## src/rtl/pccard_cfg_pkg.sv

```systemverilog
package pccard_cfg_pkg;
  localparam int B_FN   = 0;
  localparam int B_DEC  = 1;
  localparam int B_IRQ  = 2;
  localparam int B_ATTR = 3;
  localparam int B_LEV  = 6;
  localparam int B_SRST = 7;

  typedef struct packed {
    logic attr_we;
    logic irq_en;
    logic dec_en;
    logic fn_en;
  } cfg_t;

  // Function selected for the current host cycle.
  function automatic logic host_sel(cfg_t c, logic io_cyc, logic hit);
    return c.fn_en & io_cyc & (hit | ~c.dec_en);
  endfunction

  // 16-bit indication, active high.
  function automatic logic wide_ind(cfg_t c, logic m16, logic io_cyc, logic hit);
    return c.fn_en & m16 & (c.dec_en ? (io_cyc & hit) : 1'b1);
  endfunction
endpackage

```

## src/rtl/pccard_cfg_reg.sv

```systemverilog
module pccard_cfg_reg
  import pccard_cfg_pkg::*;
#(
  parameter int CFG_W = 8
) (
  input  logic             clk,
  input  logic             rst_n,
  input  logic             wr_en,
  input  logic [CFG_W-1:0] wdata,
  output cfg_t             cfg,
  output logic [CFG_W-1:0] rdata,
  output logic             srst_pulse
);
  localparam int HI = CFG_W - 1;

  cfg_t cfg_q;
  logic srst_q;
  logic wr_srst;
  logic unused_wbits;

  assign wr_srst      = wr_en & wdata[B_SRST];
  assign unused_wbits = ^{wdata[HI:B_ATTR+1]};

  always_ff @(posedge clk or negedge rst_n) begin
    if (!rst_n) begin
      cfg_q  <= '0;
      srst_q <= 1'b0;
    end else begin
      srst_q <= wr_srst;
      if (wr_en) begin
        cfg_q.fn_en   <= wdata[B_FN];
        cfg_q.dec_en  <= wdata[B_DEC];
        cfg_q.irq_en  <= wdata[B_IRQ];
        cfg_q.attr_we <= wdata[B_ATTR];
      end
    end
  end

  always_comb begin
    rdata         = '0;
    rdata[B_FN]   = cfg_q.fn_en;
    rdata[B_DEC]  = cfg_q.dec_en;
    rdata[B_IRQ]  = cfg_q.irq_en;
    rdata[B_ATTR] = cfg_q.attr_we;
    rdata[B_LEV]  = 1'b1;
  end

  assign cfg        = cfg_q;
  assign srst_pulse = srst_q;

  p_srst_cause_r3: assert property (@(posedge clk) disable iff (!rst_n)
    srst_pulse |-> $past(wr_en && wdata[B_SRST]));
  p_rd_fixed_r2: assert property (@(posedge clk) disable iff (!rst_n)
    rdata[B_LEV] && !rdata[B_SRST] && (rdata[5:4] == 2'b00));
endmodule

```

## src/rtl/pccard_host_gate.sv

```systemverilog
module pccard_host_gate
  import pccard_cfg_pkg::*;
(
  input  logic clk,
  input  logic rst_n,
  input  cfg_t cfg,
  input  logic io_cycle,
  input  logic addr_hit,
  input  logic mode16,
  input  logic core_irq,
  input  logic attr_wr_req,
  output logic attr_wr_gated,
  output logic n_ireq,
  output logic n_inpack,
  output logic n_iois16,
  output logic fn_access
);
  logic sel;
  logic wide;

  assign sel           = host_sel(cfg, io_cycle, addr_hit);
  assign wide          = wide_ind(cfg, mode16, io_cycle, addr_hit);
  assign fn_access     = sel;
  assign n_inpack      = ~sel;
  assign n_iois16      = ~wide;
  assign n_ireq        = ~(core_irq & cfg.fn_en & cfg.irq_en);
  assign attr_wr_gated = attr_wr_req & cfg.attr_we;

  p_irq_off_r4: assert property (@(posedge clk) disable iff (!rst_n)
    (!cfg.irq_en || !cfg.fn_en) |-> n_ireq);
  p_attr_block_r5: assert property (@(posedge clk) disable iff (!rst_n)
    !cfg.attr_we |-> !attr_wr_gated);
  p_inpack_hit_r6: assert property (@(posedge clk) disable iff (!rst_n)
    (cfg.dec_en && !addr_hit) |-> (n_inpack && n_iois16));
  p_iois16_bypass_r8: assert property (@(posedge clk) disable iff (!rst_n)
    (!cfg.dec_en && cfg.fn_en && mode16) |-> !n_iois16);
endmodule

```

## src/rtl/pccard_pwr_ctl.sv

```systemverilog
module pccard_pwr_ctl
  import pccard_cfg_pkg::*;
(
  input  logic clk,
  input  logic rst_n,
  input  cfg_t cfg,
  input  logic wake_rx_en,
  output logic pwr_down,
  output logic rx_pwr_on
);
  assign pwr_down  = ~cfg.fn_en;
  assign rx_pwr_on = cfg.fn_en | wake_rx_en;

  p_rx_alive_r10: assert property (@(posedge clk) disable iff (!rst_n)
    wake_rx_en |-> rx_pwr_on);
endmodule

```

## src/rtl/pccard_fn_cfg.sv

```systemverilog
module pccard_fn_cfg
  import pccard_cfg_pkg::*;
#(
  parameter int CFG_W = 8
) (
  input  logic             clk,
  input  logic             rst_n,
  input  logic             reg_wr,
  input  logic [CFG_W-1:0] reg_wdata,
  output logic [CFG_W-1:0] reg_rdata,
  input  logic             io_cycle,
  input  logic             addr_hit,
  input  logic             mode16,
  input  logic             wake_rx_en,
  input  logic             core_irq,
  input  logic             attr_wr_req,
  output logic             attr_wr_gated,
  output logic             n_ireq,
  output logic             n_inpack,
  output logic             n_iois16,
  output logic             fn_access,
  output logic             soft_rst,
  output logic             pwr_down,
  output logic             rx_pwr_on
);
  cfg_t cfg_w;

  pccard_cfg_reg #(.CFG_W(CFG_W)) u_reg (
    .clk(clk), .rst_n(rst_n), .wr_en(reg_wr), .wdata(reg_wdata),
    .cfg(cfg_w), .rdata(reg_rdata), .srst_pulse(soft_rst)
  );

  pccard_host_gate u_gate (
    .clk(clk), .rst_n(rst_n), .cfg(cfg_w), .io_cycle(io_cycle),
    .addr_hit(addr_hit), .mode16(mode16), .core_irq(core_irq),
    .attr_wr_req(attr_wr_req), .attr_wr_gated(attr_wr_gated),
    .n_ireq(n_ireq), .n_inpack(n_inpack), .n_iois16(n_iois16),
    .fn_access(fn_access)
  );

  pccard_pwr_ctl u_pwr (
    .clk(clk), .rst_n(rst_n), .cfg(cfg_w), .wake_rx_en(wake_rx_en),
    .pwr_down(pwr_down), .rx_pwr_on(rx_pwr_on)
  );

  p_access_powered_r7: assert property (@(posedge clk) disable iff (!rst_n)
    fn_access |-> (!pwr_down && io_cycle && !n_inpack));
endmodule

```

## config.mk

```make
export PLATFORM = sky130hd
export DESIGN_NAME = pccard_fn_cfg
export DESIGN_NICKNAME = d
export VERILOG_FILES = /design/src/rtl/pccard_cfg_pkg.sv /design/src/rtl/pccard_cfg_reg.sv /design/src/rtl/pccard_host_gate.sv /design/src/rtl/pccard_pwr_ctl.sv /design/src/rtl/pccard_fn_cfg.sv
export SDC_FILE = /design/constraint.sdc
export NUM_CORES = 1
export LEC_CHECK = 0
export BUFFER_PORTS_ARGS = -buffer_cell sky130_fd_sc_hd__buf_2
export CAP_MARGIN = 20
export CORE_AREA = 2 2 39 41
export DETAILED_ROUTE_END_ITERATION = 6
export DIE_AREA = 0 0 41 43
export PLACE_DENSITY = 0.67
export REMOVE_ABC_BUFFERS = 1
export SYNTH_ARGS = -nofsm -noshare
export SYNTH_HDL_FRONTEND = slang
export SYNTH_SLANG_ARGS = --single-unit
```

## constraint.sdc

```tcl
create_clock -name clk -period 0.8 [get_ports clk]
set_input_delay 0 -clock clk [delete_from_list [all_inputs] [get_ports clk]]
set_output_delay 0 -clock clk [all_outputs]
set_load 0.005 [all_outputs]
```

* After elaboration in Yosys (flattened, before gate mapping)
Cells that the tools add are included.
** Word-level totals
- Flip-flop bits (word level) :: 5
- Output and inout port bits :: 16
** Operators by class
- Muxes and demuxes :: 1
- Bitwise gates (word level) :: 16
** Operators with widths (number)
- 1-bit bitwise AND :: 9
- 1-bit NOT :: 5
- 1-bit OR :: 2
- 1-bit two-way mux :: 1

* Logic depth before layout (Yosys ltp)
- Depth after elaboration :: 4
- Depth in mapped cells :: 2
- Gate-level depth less buffers :: 2

* Hierarchy
Synthesis repeated with hierarchy kept, for this count alone.
** Second synthesis, totals
- Cell total of the unflattened synthesis :: 29
- Area, all modules :: 306.5 µm²
** Modules (own cells, without submodules)
- pccard_cfg_reg :: times used 1, cells an instance 20, area each 245.2 µm², seq. area each 125.1 µm²
- pccard_host_gate :: times used 1, cells an instance 7, area each 51.3 µm², seq. area each 0.0 µm²
- pccard_pwr_ctl :: times used 1, cells an instance 2, area each 10.0 µm², seq. area each 0.0 µm²

* Worst setup path before layout
Ideal clock, no wire load.
- Kind :: register to register
- From :: register u_reg.cfg[2] (netlist name)
- To :: register u_reg.cfg_q (netlist bit u_reg.cfg[2])
- Arrival :: 0.628 ns
- Setup slack :: 0.047 ns
- Stages on the path, launching flop included :: 2
- Buffers on the path :: 0
- Period minus slack after synthesis :: 0.753 ns
- Path through :: dfrtp_1 mux2_2
** RTL lines
- end: declaration :: line pccard_cfg_reg.sv:16 : cfg_t cfg_q;

* Worst setup path after layout
- From :: register u_reg.cfg_q (netlist bit u_reg.cfg[0])
- To :: output port fn_access
** On the way
- Longest elaborated chain between the ends :: 2
** Ends and longest elaborated chain
- 1-bit bitwise AND (2 in a row) :: line pccard_cfg_pkg.sv:18 : return c.fn_en & io_cyc & (hit | ~c.dec_en);
- end: declaration :: line pccard_fn_cfg.sv:21 : output logic fn_access,
Every way passes these cells.

==> summary.md <==
| Metric | Value |
|---|---|
| Register bit total from synthesis | `5` |
| Clock Sinks | `5` |
| Clock latency on the worst-skew pair | `roughly 0.24 ns` |
| Die area | `~0.0018 mm²` |
| Distinct cells, synth | `13` |
| GRT overflow | `0` |
| Proportion of synthesized flip-flops having asynchronous set or reset | `between 90% and 100%` |
| DRC violation total after the first TritonRoute iteration | `4` |
| Post-layout total power | `between 700 and 800 µW` |
| Count of fill cells added during filler insertion | `around 160` |
| P_leak | `~0.00027 µW` |
| Count of mapped cells out of synthesis | `27` |
| Final Hold Violating Endpoints | `0` |
| Sequential area share after synthesis | `a little under half` |
| Yosys warning count | `0` |
| Kind of capture point of the worst setup path | `primary output` |
| Final number of setup-violating endpoints | `8` |
| Global-route wire length before repair | `approximately 950 µm` |
| Number of detailed-routing iterations run before antenna repair | `4` |
| Die height | `43 µm` |
| Maximum VDD drop | `between 0.0006 and 0.0007 V` |
| Starting Density | `about a fifth` |
| Largest area contributor in the synthesized netlist | `sky130_fd_sc_hd__dfrtp_1` |
| Pin count of the biggest net entering global routing | `8` |
| Total Routing Usage GR | `under 10%` |
| Ranking of synthesized cells by area | `sky130_fd_sc_hd__dfrtp_1 (47%), sky130_fd_sc_hd__buf_4 (11%), sky130_fd_sc_hd__mux2_2 (8.5%), sky130_fd_sc_hd__o211ai_1 (5.6%), sky130_fd_sc_hd__and2_1 (4.7%)` |
| Post-layout util | `approximately 36%` |
| Inserted Clock Buffers | `3` |
| Clock-pin slew on the worst setup and hold paths | `0.05 ns` |
| Largest buffer count on any clock path | `2` |
| Clock period minus worst slack | `slightly below 1 ns` |
| Core Rows | `14` |
| Placement-stage worst setup slack | `approximately 0.012 ns` |
| Number of antenna violations at the first check in global routing | `0` |
| Clock tree from TritonCTS | `built` |
| Core region area | `around 0.0014 mm²` |
| Via count | `about 300` |
| Total standard cell area after synthesis | `~270 µm²` |
| # Post-CTS Setup Buffers | `0` |
| Data arrival time of the critical path | `around 0.98 ns` |
| Final cell area excluding filler cells | `between 500 and 600 µm²` |
| Highest fanout seen on the critical path | `4` |
| Dominant register cell in the synthesized netlist | `sky130_fd_sc_hd__dfrtp_1` |
| DRC viols | `0` |
| Most frequent cell after synthesis | `sky130_fd_sc_hd__dfrtp_1` |
| Instance area at placement | `just over 400 µm²` |
| Wire length per cell | `about 8.8 µm` |
| IO Pins | `33` |
| Number of antenna repair diodes | `0` |
| Worst Setup Path Type | `reg -> out` |
| Wire length after detailed routing | `between 600 and 700 µm` |
| Library cell used as clock root buffer | `sky130_fd_sc_hd__clkbuf_4` |
| Width of the die | `just over 40 µm` |
| Pwr Density | `roughly 1500 mW/mm²` |
| Post-DP HPWL | `between 500 and 600 µm` |
| Buffers added on ports | `25` |
| Number of global-route vias before repair | `260` |
| Clk_skew | `0 ns` |
| Unrepaired setup endpoints after global routing | `yes` |
| Status | `finished, violations left` |
| Avg Cell Area, Syn | `approximately 9.9 µm²` |
| Proportion of netlist area held by the largest area contributor | `46.9%` |
| RD Place Congestion | `0.583` |
| Count of flip-flops with a built-in enable after synthesis | `0` |
| Max-cap violations | `0` |
| Cell types with the highest counts after synthesis | `sky130_fd_sc_hd__dfrtp_1 (5), sky130_fd_sc_hd__buf_4 (4)` |
| Violations in the final reports | `negative setup slack` |
| Synthesis-to-layout area growth | `88.7%` |
| Via/cell ratio | `around 3.8` |
| Type of the most critical hold path | `in -> reg` |
| Maximum level of the CTS H-tree | `1` |
| Worst path setup slack after routing | `-0.184 ns` |
| Antenna Violating Nets Remaining | `0` |
| Fraction of final layout cells with drive strength greater than 1 | `56.5%` |
| Max-slew violation total from the final report | `0` |
| Worst path required time | `roughly 0.80 ns` |
| Tcrit/Tclk final | `123%` |
| Post-layout nets | `80` |
| Fmax achieved | `approximately 1000 MHz` |
| Startpoint kind of the worst setup timing path | `flop` |
state kept, by name, indices dropped and copies added, names as in the netlist:
register,count
u_reg.cfg,4
u_reg.srst_pulse,1
stage by stage:
stage	hold WS (ns)	cells	setup TNS, ns
2_1_floorplan	-0.296	25	0
3_3_place_gp	-0.181	69	0
3_5_place_dp	-0.178	69	0
4_1_cts	0.0333	78	-1.25
5_1_grt	0.0212	78	-1.54
6_report	0.0209	78	-1.14
layout make-up:
class                           instances  area (µm²)  share of cell area [%]
Timing Repair Buffer                   33         210                    41.8
Sequential cell                         5         125                    24.9
Multi-Input combinational cell         18         114                    22.6
Clock buffer                            4        26.3                    5.22
Tap cell                               16        20.0                    3.98
Inverter                                2        7.51                    1.49
logic make-up after synthesis:
| kind of cell | Yosys count | share of synthesized area [%] |
|---|---|---|
| simple gates | 7 | 14.6 |
| buf+inv | 6 | 14.1 |
| compound gates | 5 | 13.1 |
| flops | 5 | 46.9 |
| mux | 2 | 8.45 |
| other cells | 2 | 2.82 |
where the power goes:
part | total (µW) | internal, µW | switching (µW) | leakage (µW)
sequential | 290 | 276 | 14.1 | 0.0000606
combinational | 190 | 118 | 72.4 | 0.000197
clock | 292 | 189 | 103 | 0.0000150
total | 772 | 582 | 189 | 0.000272
timing repair:
| action | 4_1_cts | 5_1_grt |
|---|---|---|
| resized for setup | 3 | 2 |
| setup endpoints to repair | 9 | 9 |
| hold endpoints to repair | 10 | 0 |
| pin swaps | 1 | 1 |
| hold buffers | 6 | 0 |
cell usage in the layout (no fill, tap or decap):
master and count:
sky130_fd_sc_hd__and2_1 2, sky130_fd_sc_hd__and2_2 1, sky130_fd_sc_hd__buf_2 24, sky130_fd_sc_hd__buf_4 1, sky130_fd_sc_hd__buf_6 2, sky130_fd_sc_hd__clkbuf_1 1, sky130_fd_sc_hd__clkbuf_4 3, sky130_fd_sc_hd__conb_1 4
sky130_fd_sc_hd__dfrtp_1 5, sky130_fd_sc_hd__dlygate4sd3_1 6, sky130_fd_sc_hd__inv_1 1, sky130_fd_sc_hd__inv_2 1, sky130_fd_sc_hd__mux2_2 2, sky130_fd_sc_hd__nand2_1 2, sky130_fd_sc_hd__nand3_1 1, sky130_fd_sc_hd__o211a_1 1
sky130_fd_sc_hd__o211ai_1 2, sky130_fd_sc_hd__o21ai_0 1, sky130_fd_sc_hd__o21ai_1 1, sky130_fd_sc_hd__or2_4 1
critical path: stages (launching register included):
cell and delay, ns:
sky130_fd_sc_hd__dfrtp_1 0.40, sky130_fd_sc_hd__buf_6 0.13, sky130_fd_sc_hd__o211a_1 0.09, sky130_fd_sc_hd__buf_2 0.12
final timing paths:
check	startpoint	endpoint	slack [ns]	cells after the start
max	u_reg.cfg[0]$_DFFE_PN0P_	fn_access	-0.18	3
min	reg_wr	u_reg.cfg[0]$_DFFE_PN0P_	0.02	2
max reg2reg	u_reg.cfg[0]$_DFFE_PN0P_	u_reg.cfg[0]$_DFFE_PN0P_	0.02	3
min reg2reg	u_reg.cfg[2]$_DFFE_PN0P_	u_reg.cfg[2]$_DFFE_PN0P_	0.52	1
max in group asynchronous	rst_n	u_reg.srst_pulse$_DFF_PN0_	0.57	2
min in group asynchronous	rst_n	u_reg.cfg[2]$_DFFE_PN0P_	0.10	2
per-layer routing:
metal | global-route usage [%] | wire, µm | up-vias
met1 | 8.22 | 292 | 124
met4 | 6.00 | 0 | 0
met5 | 0 | 0 | -
li1 | - | - | 151
met2 | 12.8 | 291 | 22
met3 | 3.66 | 99 | 0
Note: power is estimated with default switching activity, not from simulation.
